**config.mk**
```make
export PLATFORM = sky130hd
export DESIGN_NAME = reload_timer_irq
export DESIGN_NICKNAME = d
export VERILOG_FILES = /design/src/rtl/rtm_pkg.sv /design/src/rtl/rtm_counter.sv /design/src/rtl/rtm_status.sv /design/src/rtl/rtm_combiner.sv /design/src/rtl/reload_timer_irq.sv
export SDC_FILE = /design/constraint.sdc
export NUM_CORES = 1
export LEC_CHECK = 0
export ABC_AREA = 1
export BUFFER_PORTS_ARGS = -buffer_cell sky130_fd_sc_hd__buf_2
export CORE_ASPECT_RATIO = 1.1
export CORE_UTILIZATION = 60
export CTS_BUF_LIST = sky130_fd_sc_hd__clkbuf_2
export DETAILED_ROUTE_END_ITERATION = 8
export GPL_TIMING_DRIVEN = 0
export PLACE_DENSITY_LB_ADDON = 0.25
export SYNTH_ARGS = -nofsm -noshare
export SYNTH_HDL_FRONTEND = slang
export SYNTH_HIERARCHICAL = 1
export SYNTH_SLANG_ARGS = --single-unit
```
**constraint.sdc**
```tcl
create_clock -name clk -period 3.7 [get_ports clk]
set_input_delay 0.185 -clock clk [delete_from_list [all_inputs] [get_ports clk]]
set_output_delay 0.185 -clock clk [all_outputs]
set_load 0.05 [all_outputs]
```
**src/rtl/rtm_pkg.sv**
```systemverilog
package rtm_pkg;

    typedef enum logic [1:0] {
        ST_IDLE  = 2'd0,
        ST_COUNT = 2'd1,
        ST_PAUSE = 2'd2
    } rtm_state_e;

    localparam logic ADDR_CTRL   = 1'b0;
    localparam logic ADDR_RELOAD = 1'b1;

endpackage

```
**src/rtl/rtm_counter.sv**
```systemverilog
module rtm_counter
    import rtm_pkg::*;
#(
    parameter int CNT_W = 16
) (
    input  logic             clk,
    input  logic             rst_n,
    input  logic             count_en,
    input  logic [CNT_W-1:0] reload_val,
    output logic [CNT_W-1:0] count_q,
    output logic             uf_evt,
    output logic             running
);

    localparam logic [CNT_W-1:0] ZERO = '0;
    localparam logic [CNT_W-1:0] ONE  = {{(CNT_W-1){1'b0}}, 1'b1};

    rtm_state_e       state_q, state_d;
    logic [CNT_W-1:0] count_d;

    // state register
    always_ff @(posedge clk or negedge rst_n) begin
        if (!rst_n) state_q <= ST_IDLE;
        else        state_q <= state_d;
    end

    // next-state: START, PAUSE, RESUME
    always_comb begin
        state_d = state_q;
        unique case (state_q)
            ST_IDLE:  if (count_en)  state_d = ST_COUNT;
            ST_COUNT: if (!count_en) state_d = ST_PAUSE;
            ST_PAUSE: if (count_en)  state_d = ST_COUNT;
            default:  state_d = ST_IDLE;
        endcase
    end

    // outputs and datapath
    always_comb begin
        count_d = count_q;
        uf_evt  = 1'b0;
        unique case (state_q)
            ST_IDLE: begin
                if (count_en) count_d = reload_val;
            end
            ST_COUNT, ST_PAUSE: begin
                if (count_en) begin
                    if (count_q == ZERO) begin
                        count_d = reload_val;
                        uf_evt  = 1'b1;
                    end else begin
                        count_d = count_q - ONE;
                    end
                end
            end
            default: count_d = ZERO;
        endcase
    end

    always_ff @(posedge clk or negedge rst_n) begin
        if (!rst_n) count_q <= ZERO;
        else        count_q <= count_d;
    end

    assign running = (state_q != ST_IDLE);

endmodule

```
**src/rtl/rtm_status.sv**
```systemverilog
module rtm_status
    import rtm_pkg::*;
#(
    parameter int CNT_W  = 16,
    parameter int UF_BIT = 2,
    parameter int IE_BIT = 3
) (
    input  logic             clk,
    input  logic             rst_n,
    input  logic             wr_en,
    input  logic             wr_addr,
    input  logic [CNT_W-1:0] wr_data,
    input  logic             uf_evt,
    input  logic             ack,
    output logic             uf_flag,
    output logic             uf_ie,
    output logic [CNT_W-1:0] reload_q
);

    logic ctrl_wr, reload_wr, sw_clear;

    assign ctrl_wr   = wr_en && (wr_addr == ADDR_CTRL);
    assign reload_wr = wr_en && (wr_addr == ADDR_RELOAD);
    assign sw_clear  = ctrl_wr && !wr_data[UF_BIT];

    // hardware set outranks both clear sources
    always_ff @(posedge clk or negedge rst_n) begin
        if (!rst_n)                uf_flag <= 1'b0;
        else if (uf_evt)           uf_flag <= 1'b1;
        else if (ack || sw_clear)  uf_flag <= 1'b0;
    end

    always_ff @(posedge clk or negedge rst_n) begin
        if (!rst_n)       uf_ie <= 1'b0;
        else if (ctrl_wr) uf_ie <= wr_data[IE_BIT];
    end

    always_ff @(posedge clk or negedge rst_n) begin
        if (!rst_n)         reload_q <= '0;
        else if (reload_wr) reload_q <= wr_data;
    end

endmodule

```
**src/rtl/rtm_combiner.sv**
```systemverilog
module rtm_combiner (
    input  logic clk,
    input  logic rst_n,
    input  logic ovf_pulse,
    input  logic ack,
    input  logic uf_flag,
    input  logic uf_ie,
    input  logic ovf_ie,
    output logic ovf_flag,
    output logic irq
);

    always_ff @(posedge clk or negedge rst_n) begin
        if (!rst_n)         ovf_flag <= 1'b0;
        else if (ovf_pulse) ovf_flag <= 1'b1;
        else if (ack)       ovf_flag <= 1'b0;
    end

    assign irq = (uf_flag && uf_ie) || (ovf_flag && ovf_ie);

endmodule

```
**src/rtl/reload_timer_irq.sv**
```systemverilog
module reload_timer_irq #(
    parameter int CNT_W  = 16,
    parameter int UF_BIT = 2,
    parameter int IE_BIT = 3
) (
    input  logic             clk,
    input  logic             rst_n,
    input  logic             count_en,
    input  logic             wr_en,
    input  logic             wr_addr,
    input  logic [CNT_W-1:0] wr_data,
    input  logic             ovf_pulse,
    input  logic             ovf_ie,
    input  logic             ack,
    output logic [CNT_W-1:0] count_q,
    output logic             uf_flag,
    output logic             uf_ie,
    output logic             ovf_flag,
    output logic             irq
);

    logic [CNT_W-1:0] reload_q;
    logic             uf_evt;
    logic             running;

    rtm_counter #(.CNT_W(CNT_W)) u_cnt (
        .clk        (clk),
        .rst_n      (rst_n),
        .count_en   (count_en),
        .reload_val (reload_q),
        .count_q    (count_q),
        .uf_evt     (uf_evt),
        .running    (running)
    );

    rtm_status #(.CNT_W(CNT_W), .UF_BIT(UF_BIT), .IE_BIT(IE_BIT)) u_stat (
        .clk      (clk),
        .rst_n    (rst_n),
        .wr_en    (wr_en),
        .wr_addr  (wr_addr),
        .wr_data  (wr_data),
        .uf_evt   (uf_evt),
        .ack      (ack),
        .uf_flag  (uf_flag),
        .uf_ie    (uf_ie),
        .reload_q (reload_q)
    );

    rtm_combiner u_comb (
        .clk       (clk),
        .rst_n     (rst_n),
        .ovf_pulse (ovf_pulse),
        .ack       (ack),
        .uf_flag   (uf_flag),
        .uf_ie     (uf_ie),
        .ovf_ie    (ovf_ie),
        .ovf_flag  (ovf_flag),
        .irq       (irq)
    );

endmodule

```
# Word level (Yosys, flattened, before mapping)
# Index checks and enable logic that the tools add are counted.
# totals
ramBits	0
mem_bits_ro	0
n_memories	0
input_bits	24
ff_bits	37
out_inout_bits	20
latch_bits	0
elab_cells	44
# classes
div	0
bitwise_logic	1
n_lt_le_gt_ge	0
multipliers	0
reduce_logical	16
n_eq_ne	6
shifts	0
mux	14
add_sub_neg	1
# op_table
op	n
16-bit 2-to-1 mux	3
16-bit one-hot mux with 2 select lines	1
16-bit zero test	1
16-bit by 1-bit subtractor with 16-bit output, second input constant	1
1-bit 2-to-1 mux	7
2-bit != test, second input constant	3
1-bit logical AND	5
2-bit 2-to-1 mux	2
2-bit one-hot mux with 2 select lines	1
2-bit AND reduction	2
2-bit nonzero test	2
2-bit OR reduction	2
2-bit by 1-bit equality test with 1-bit output, second input constant	1
2-bit equality test, second input constant	1
2-bit zero test	1
1-bit logical OR	2
2-bit by 1-bit != test with 1-bit output, second input constant	1
1-bit zero test	1
1-bit NOT	1

# Longest topological paths before layout
# Gate-level depths: netlist (run 1).
# logic_depth
word_depth	6
depth_mapped	11
depth_no_buf	11

# Modules after synthesis
# The synthesis (run 1) kept the hierarchy.
# modules_own_cells
module	cells_each	instances	seq_area_each_um2	area_per_inst_um2
rtm_counter	212	1	450.4	1421.4
rtm_status	82	1	450.4	778.2
rtm_combiner	8	1	25.0	51.3

# Worst setup path before layout (run 1)
# Ideal clock, no wire load.
# synth_timing
path_type	reg-to-reg
start	register u_cnt.count_q[0]
end	register u_cnt.count_q[15]
required_time_ps	3634
path_slack_ps	1913
path_buffers	0
path_stages_with_launch	10
arrival_time_ps	1721
period_less_slack_ps	1787
setup_time_ps	66
path_cell_list	dfrtp_1 inv_1 ha_1 nand2_1 nor2_2 a21oi_1 nand3_1 nand2_1 nand2_1 nand2_1
# synth_between
elab_chain_len	4
elab_cells_between_ends	5
classes_between	1 x add/sub; 3 x mux; 1 x reduce/logical
# synth_rtl
element	line	source
start: declaration	rtm_counter.sv:10	output logic [CNT_W-1:0] count_q,
start signal: assignment	rtm_counter.sv:62	else count_q <= count_d;
16-bit by 1-bit subtractor with 16-bit output / 16-bit zero test (equally long branches)	rtm_counter.sv:52, rtm_counter.sv:48	
16-bit 2-to-1 mux (*)	rtm_counter.sv:48	if (count_q == ZERO) begin
16-bit 2-to-1 mux (*)	rtm_counter.sv:47	if (count_en) begin
16-bit one-hot mux with 2 select lines (*)	rtm_counter.sv:42	unique case (state_q)
# Every way passes the cells marked *; elsewhere a longest branch is shown, timed or not. The select of a mux whose other input is x is not followed.
# A chain may end at the register's enable or synchronous reset.

# Worst setup path in the final report (run 1)
# layout_timing
start	register u_cnt.state_q[0]
end	register u_cnt.count_q[0]
# layout_between
elab_chain_len	4
elab_cells_between_ends	8
classes_between	4 x eq/ne; 1 x mux; 3 x reduce/logical
# layout_rtl
element	line	source
start: declaration	rtm_counter.sv:18	rtm_state_e state_q, state_d;
start signal: assignment	rtm_counter.sv:24	else state_q <= state_d;
2-bit by 1-bit equality test with 1-bit output / 2-bit equality test (equally long branches)	rtm_counter.sv:42	
2-bit OR reduction	rtm_counter.sv:42	
2-bit != test (no line)	n/a	
2-bit AND reduction (no line)	n/a	
# Several ways; a longest one is shown, not always the timed one.

==> results of run 1 <==
## power by group
part / switching, uW / leakage [uW] / internal [uW]
registers: 132 / 0.000468 / 509
logic: 892 / 0.00105 / 394
clock network: 151 / 0.0000392 / 115
## metal layers
metal  GRT usage, %  vias to the layer above  wire, um
met5              0                        -         0
met4          11.34                        0       125
met3          8.611                       17       384
met2          57.83                      106      2948
met1          40.18                     1079      2359
li1               -                     1086         -
## synth_stat cells (all sizes together)
cell type,instances
a21o,1
a21oi,2
and3,1
buf,6
clkbuf,2
dfrtp,37
ha,8
inv,25
mux2i,1
nand2,139
nand3,33
nand3b,1
nand4,3
nor2,22
o21ai,13
or2,1
xnor2,2
xor2,5
## cells by family after synthesis
| logic type | count (synthesis) |
|---|---|
| AO/OA/AOI/OAI | 16 |
| multiplexers | 1 |
| adder cells (fa/ha/maj) | 8 |
| AND/OR/NAND/NOR | 200 |
| XOR/XNOR | 7 |
| flip-flops | 37 |
| buffers and inverters | 33 |
## layout by cell type, fill, tap and decap left out, drive strengths merged
cell type    synthesis  final
xnor2                2      2
nand4                3      3
nand3               33     33
nor2                22     22
xor2                 5      5
dfrtp               37     37
clkinv               0      1
inv                 25     25
a21o                 1      1
a21oi                2      2
or2                  1      1
nand2              139    139
bufinv               0      1
and3                 1      1
dlygate4sd3          0     22
buf                  6     47
clkinvlp             0      1
nand3b               1      1
clkbuf               2      7
ha                   8      8
o21ai               13     13
mux2i                1      1
## area by class of cell
class / count / area [sq um] / share of cell area, %
multi-input combinational: 232 / 1149 / 40.91
sequential: 37 / 925.9 / 32.98
timing repair buffer: 63 / 425.4 / 15.15
inverter: 25 / 93.84 / 3.342
buffer: 8 / 82.58 / 2.941
tap: 48 / 60.06 / 2.139
clock inverter: 3 / 46.29 / 1.649
clock buffer: 5 / 25.02 / 0.8913
## registers in the layout, indices dropped and copies added, names as in the netlist
register         flops
u_cnt/state_q        2
u_comb/ovf_flag      1
u_cnt/count_q       16
u_stat/uf_ie         1
u_stat/uf_flag       1
u_stat/reload_q     16
## worst min-delay path, delay by kind of cell
kind / cells / cell delay (ns)
compound gates: 1 / 0.10
buf+inv: 2 / 0.17
## how the worst max path moves through the flow
stage,startpoint,endpoint,slack (ns),cells past startpoint
after CTS,u_cnt/state_q[0]$_DFFE_PN0P_,u_cnt/count_q[14]$_DFFE_PN0P_,1.59,8
after floorplan,u_cnt/count_q[0]$_DFFE_PN0P_,u_cnt/count_q[15]$_DFFE_PN0P_,1.91,9
after detailed placement,u_cnt/state_q[0]$_DFFE_PN0P_,u_cnt/count_q[14]$_DFFE_PN0P_,1.62,8
after global placement,u_cnt/state_q[0]$_DFFE_PN0P_,u_cnt/count_q[14]$_DFFE_PN0P_,1.68,8
after global routing,u_cnt/state_q[0]$_DFFE_PN0P_,u_cnt/count_q[14]$_DFFE_PN0P_,1.43,7
final,u_cnt/state_q[0]$_DFFE_PN0P_,u_cnt/count_q[0]$_DFFE_PN0P_,1.57,8
## metrics by stage
step / worst slack (ns) / hold WS [ns] / instance area, sq um / utilization, %
after floorplan: 1.913 / -0.1106 / 2251 / -
after global placement: 1.677 / 0.3123 / 2516 / 72.55
after detailed placement: 1.620 / 0.3148 / 2516 / 72.55
after CTS: 1.592 / 0.003357 / 2798 / 80.66
after global routing: 1.425 / 0.01270 / 2808 / 80.95
final: 1.568 / 0.06395 / 2808 / 80.95
==> impl_metrics.tcl, run 1 <==
set metrics [dict create \
    status "finished clean" \
    area_delta_synth_final_pct 24.74 \
    totalPowerFinal_uw 2193 \
    drtIter0Drc 154 \
    ctsResizeCount 0 \
    syn_area_sq_um 2251 \
    syn_inst 302 \
    rows 22 \
    seq_area_frac_synth_pct 41.13 \
    synth.area.top_cells "dfrtp_1, nand2_1, nand3_1" \
    grt_pass1_vias 2161 \
    cellLeakagePower_uw 0.001555 \
    p_per_area_nw_per_um2 781.2 \
    vias 2288 \
    viasPerCell 5.435 \
    r2r_cells 8 \
    cp-start-kind "flip-flop" \
    routed_wl_um 5817 \
    place_congestion 0.8873 \
    reg2reg_from "u_cnt/state_q[0]$_DFFE_PN0P_" \
    start_util_pct 64.90 \
    crit_family "simple AND/OR/NAND/NOR gates" \
    setup_tns_ns 0 \
    finalSetupViolations 0 \
    hold_end "u_stat/reload_q[2]$_DFFE_PN0P_" \
    antenna_cells 0 \
    max-slew-margin-rel_pct 46.40 \
    wl_per_cell_um 13.82 \
    htreeDepth 2 \
    cts_setup_buffers 0 \
    synth-xor-area-share_pct 2.724 \
    detail-route-antenna-nets 0 \
    dr.pass1.iters 5 \
    die_area_sq_um 4001 \
    ys_ff_latch 37 \
    num-fill-cells 233 \
    grt_usage_pct 33.73 \
    antenna_found_initial 0 \
    cts-buffers-inserted 5 \
    synth_top_area_share_pct 41.13 \
    yosysWarningCount 6 \
    clock_path_buffers 2 \
    fin_skew_ns 0.01215 \
    cts_hold_buf 21 \
    drc 0 \
    yosys.area_share.simple_pct 39.58 \
    grt_max_degree 38 \
    rrSetupSlack_ns 1.57 \
    synthAdderAreaFrac_pct 4.447 \
    irDropWorstVdd_mv 0.4492 \
    stdcell_count 421 \
    critPathMaxStageDelay_ns 0.47 \
    critPathCaptureType "flip-flop" \
    path_class "flip-flop to flip-flop" \
    r2r-end "u_cnt/count_q[0]$_DFFE_PN0P_" \
    die_y_um 66.24 \
    whs_path_depth 3 \
    clkTransAtPathRegs_ns 0.20 \
    cts_sinks 37 \
    arrival_ns 2.50 \
    hp-start "wr_data[2]" \
    slew_violations 0 \
    synth_top_family_by_area "simple AND/OR/NAND/NOR gates" \
    syn_nets 334 \
    core_area_sq_um 3468 \
    synth-compound-area-share_pct 3.835 \
    worst_pin_slew_ns 0.8040 \
    portBuffers 41 \
    grt_pass1_wl_um 9839 \
    grt_remaining_overflow 0 \
    dp_hpwl_um 3535 \
    cts_tree "yes" \
    clk_latency_ns 0.41 \
    drive_gt1_share_pct 19.30 \
    worst-path-buf-inv 3 \
    nets 404 \
    synth_top_area_cell "dfrtp_1" \
    required_ns 4.07 \
    hp-class "input pin to flip-flop" \
    fp.dieW_um 60.40 \
    fin_crit_ns 2.132 \
    cp_cell_sequence "inv_1, ha_1, inv_1, a21oi_2, nor2_1, buf_2, nand2_1, nand2_1" \
    syn_avg_cell_area_sq_um 7.453 \
    maxCapViolations 0 \
    rsz0062_at_grt "no" \
    synthMuxAreaShare_pct 0.4447 \
    synth.distinct_cells 31 \
    slowest_stage "dfrtp_1" \
    min_period_over_period_pct 57.62 \
    cts_root_buf "clkbuf_2" \
    hold_viol 0 \
    critical_path.max_fanout 10 \
    fmax_ghz 0.4691 \
    io_pins 44 \
    placed_cells 391 \
]
Power figures use the tool's default switching activity.
==> run 2, diff against run 1 <==
- ABC_AREA: 1 -> 0
- CORE_UTILIZATION: 60 -> 56
- clock period: 3.7 -> 2.1 ns (I/O delays scaled with it)
==> impl_metrics.tcl, run 2 <==
set metrics [dict create \
    hold_viol 0 \
    utilization_pct 78.52 \
    clkPwrFrac_pct 12.2 \
    startpoint "u_cnt/count_q[1]$_DFFE_PN0P_" \
    r2r-end "u_cnt/count_q[11]$_DFFE_PN0P_" \
    post_dp_cell_area_sq_um 2335 \
    fin_crit_ns 2.049 \
    viasPerCell 5.916 \
    clk_latency_ns 0.41 \
    grt_max_degree 38 \
    wl_per_cell_um 16.38 \
    syn_avg_cell_area_sq_um 10.95 \
    setup_tns_ns 0 \
    place_congestion 0.8938 \
    nets 293 \
    hp-class "input pin to flip-flop" \
    clkTransAtPathRegs_ns 0.21 \
    fin_skew_ns 0.02440 \
    htreeDepth 2 \
    dr.pass1.iters 4 \
    irDropWorstVdd_mv 0.8329 \
    yosysWarningCount 6 \
    slowest_stage "dfrtp_2" \
    internal_power_uw 1835 \
    drc 0 \
    p_seq_share_pct 33.1 \
    io_pins 44 \
    rows 22 \
    die_area_sq_um 3924 \
    worst-path-buf-inv 2 \
    design_area_sq_um 2680 \
    antenna_cells 0 \
    antenna_found_initial 0 \
    grt_util_met2_pct 45.83 \
    reg2reg_from "u_cnt/count_q[1]$_DFFE_PN0P_" \
    grt_pass1_vias 1701 \
    required_ns 2.41 \
    max-slew-margin-rel_pct 46.20 \
    syn_inst 188 \
    cts_sinks 37 \
    core_area_sq_um 3413 \
    grt_usage_pct 27.99 \
    drtIter0Drc 105 \
    worst_pin_slew_ns 0.8069 \
    fp.dieW_um 59.82 \
    num-fill-cells 252 \
    cellLeakagePower_uw 0.001194 \
    cp.depth 8 \
    power.share.switching_pct 49.89 \
    cp_cell_sequence "inv_1, ha_1, nor4b_4, nand4_2, nand3_2, buf_6, a21oi_1, a211o_1" \
    r2r_cells 8 \
    rrSetupSlack_ns 0.05 \
    portBuffers 43 \
    vias 1834 \
    crit_end "u_cnt/count_q[11]$_DFFE_PN0P_" \
    globalRouteMet3Util_pct 6.102 \
    grt_remaining_overflow 0 \
    grtUsageMet1_pct 36.48 \
    status "finished clean" \
    cts_root_buf "clkbuf_2" \
    maxCapViolations 0 \
    cts_tree "yes" \
    drive_gt1_share_pct 37.02 \
    syn_nets 220 \
    start_util_pct 60.34 \
    final_common_cell "buf_2" \
    syn_area_sq_um 2059 \
    fmax_ghz 0.4881 \
    crit_family "simple AND/OR/NAND/NOR gates" \
    top_regs "u_cnt/count_q: 16 flops, u_stat/reload_q: 16 flops, u_cnt/state_q: 2 flops" \
    multi_input_area_sq_um 1091 \
    final_cell_mix "buf_2, dfrtp_1, dlygate4sd3_1, mux2_2, nand2_1" \
    p_comb_share_pct 54.7 \
    rsz0062_at_grt "yes" \
    arrival_ns 2.36 \
    slew_violations 0 \
    area_delta_synth_final_pct 30.13 \
    critPathCaptureType "flip-flop" \
    dp_hpwl_um 3245 \
    routed_wl_um 5079 \
    finalSetupViolations 0 \
    clock_path_buffers 2 \
    detail-route-antenna-nets 0 \
    critPathMaxStageDelay_ns 0.48 \
    grt_pass1_wl_um 8017 \
    p_per_area_nw_per_um2 1367 \
    die_y_um 65.61 \
    switchingPower_uw 1828 \
    top_usage_layer "met2" \
    critical_path.max_fanout 10 \
    whs_ns 0.04404 \
    cts-buffers-inserted 5 \
    cp-start-kind "flip-flop" \
    seqCellArea_sq_um 928.4 \
    min_period_over_period_pct 97.56 \
    path_class "flip-flop to flip-flop" \
]
==> run 2: power groups by stage <==
| stage | sequential [uW] | combinational [uW] | clock, uW |
|---|---|---|---|
| 6_report | 1210 | 2000 | 445 |
| 5_1_grt | 1250 | 2160 | 480 |
| 4_1_cts | 1170 | 1880 | 449 |
| 3_5_place_dp | 1190 | 1810 | 0 |
| 3_3_place_gp | 1190 | 1780 | 0 |
| 2_1_floorplan | 1570 | 981 | 0 |
==> run 2: worst reg2reg max path: cells and delay by family (launching register included) <==
family	cells	cell delay, ns
DFF	1	0.48
adders and majority gates	1	0.22
AOI/OAI and AO/OA	2	0.34
and+or+nand+nor	3	0.64
buffers and inverters	2	0.26
==> run 2: metal layers <==
metal / routed length (um) / part of all wire (%)
met5: 0 / 0
met2: 2528 / 50
met3: 293 / 5.8
met4: 63 / 1.2
met1: 2194 / 43
==> run 2: final cells by class <==
| cell class | count | area share (%) |
|---|---|---|
| flip-flops and latches | 37 | 34.64 |
| multi-input cells | 135 | 40.71 |
| plain buffers | 7 | 2.194 |
| repair buffers | 67 | 16.62 |
| inverters | 8 | 1.120 |
| clock inverters | 3 | 1.541 |
| clock buffers | 5 | 0.9337 |
| well taps | 48 | 2.241 |
==> run 2: worst min path at each step <==
stage	startpoint	slack, ns	to	cells after the start
2_1_floorplan	rst_n	-0.19	u_cnt/count_q[0]$_DFFE_PN0P_	0
3_3_place_gp	rst_n	0.24	u_cnt/state_q[0]$_DFFE_PN0P_	1
3_5_place_dp	rst_n	0.24	u_cnt/state_q[0]$_DFFE_PN0P_	1
4_1_cts	wr_en	0.04	u_stat/uf_ie$_DFFE_PN0P_	3
5_1_grt	wr_en	0.02	u_stat/uf_ie$_DFFE_PN0P_	3
6_report	wr_en	0.04	u_stat/uf_ie$_DFFE_PN0P_	3
==> run 2: what timing repair did <==
action	4_1_cts	5_1_grt
gates resized for setup	3	11
hold buffers	20	0
endpoints found under the hold margin	56	0
pin swaps	1	2
setup endpoints to repair	16	16
buffers inserted	1	3
==> run 2: through the flow <==
step           setup slack (ns)  instances  total power, uW
5_1_grt                -0.05945        310             3886
3_5_place_dp            -0.2691        279             2998
6_report                0.05127        310             3663
2_1_floorplan          0.006144        188             2552
4_1_cts                0.001045        308             3501
3_3_place_gp            -0.2313        279             2961
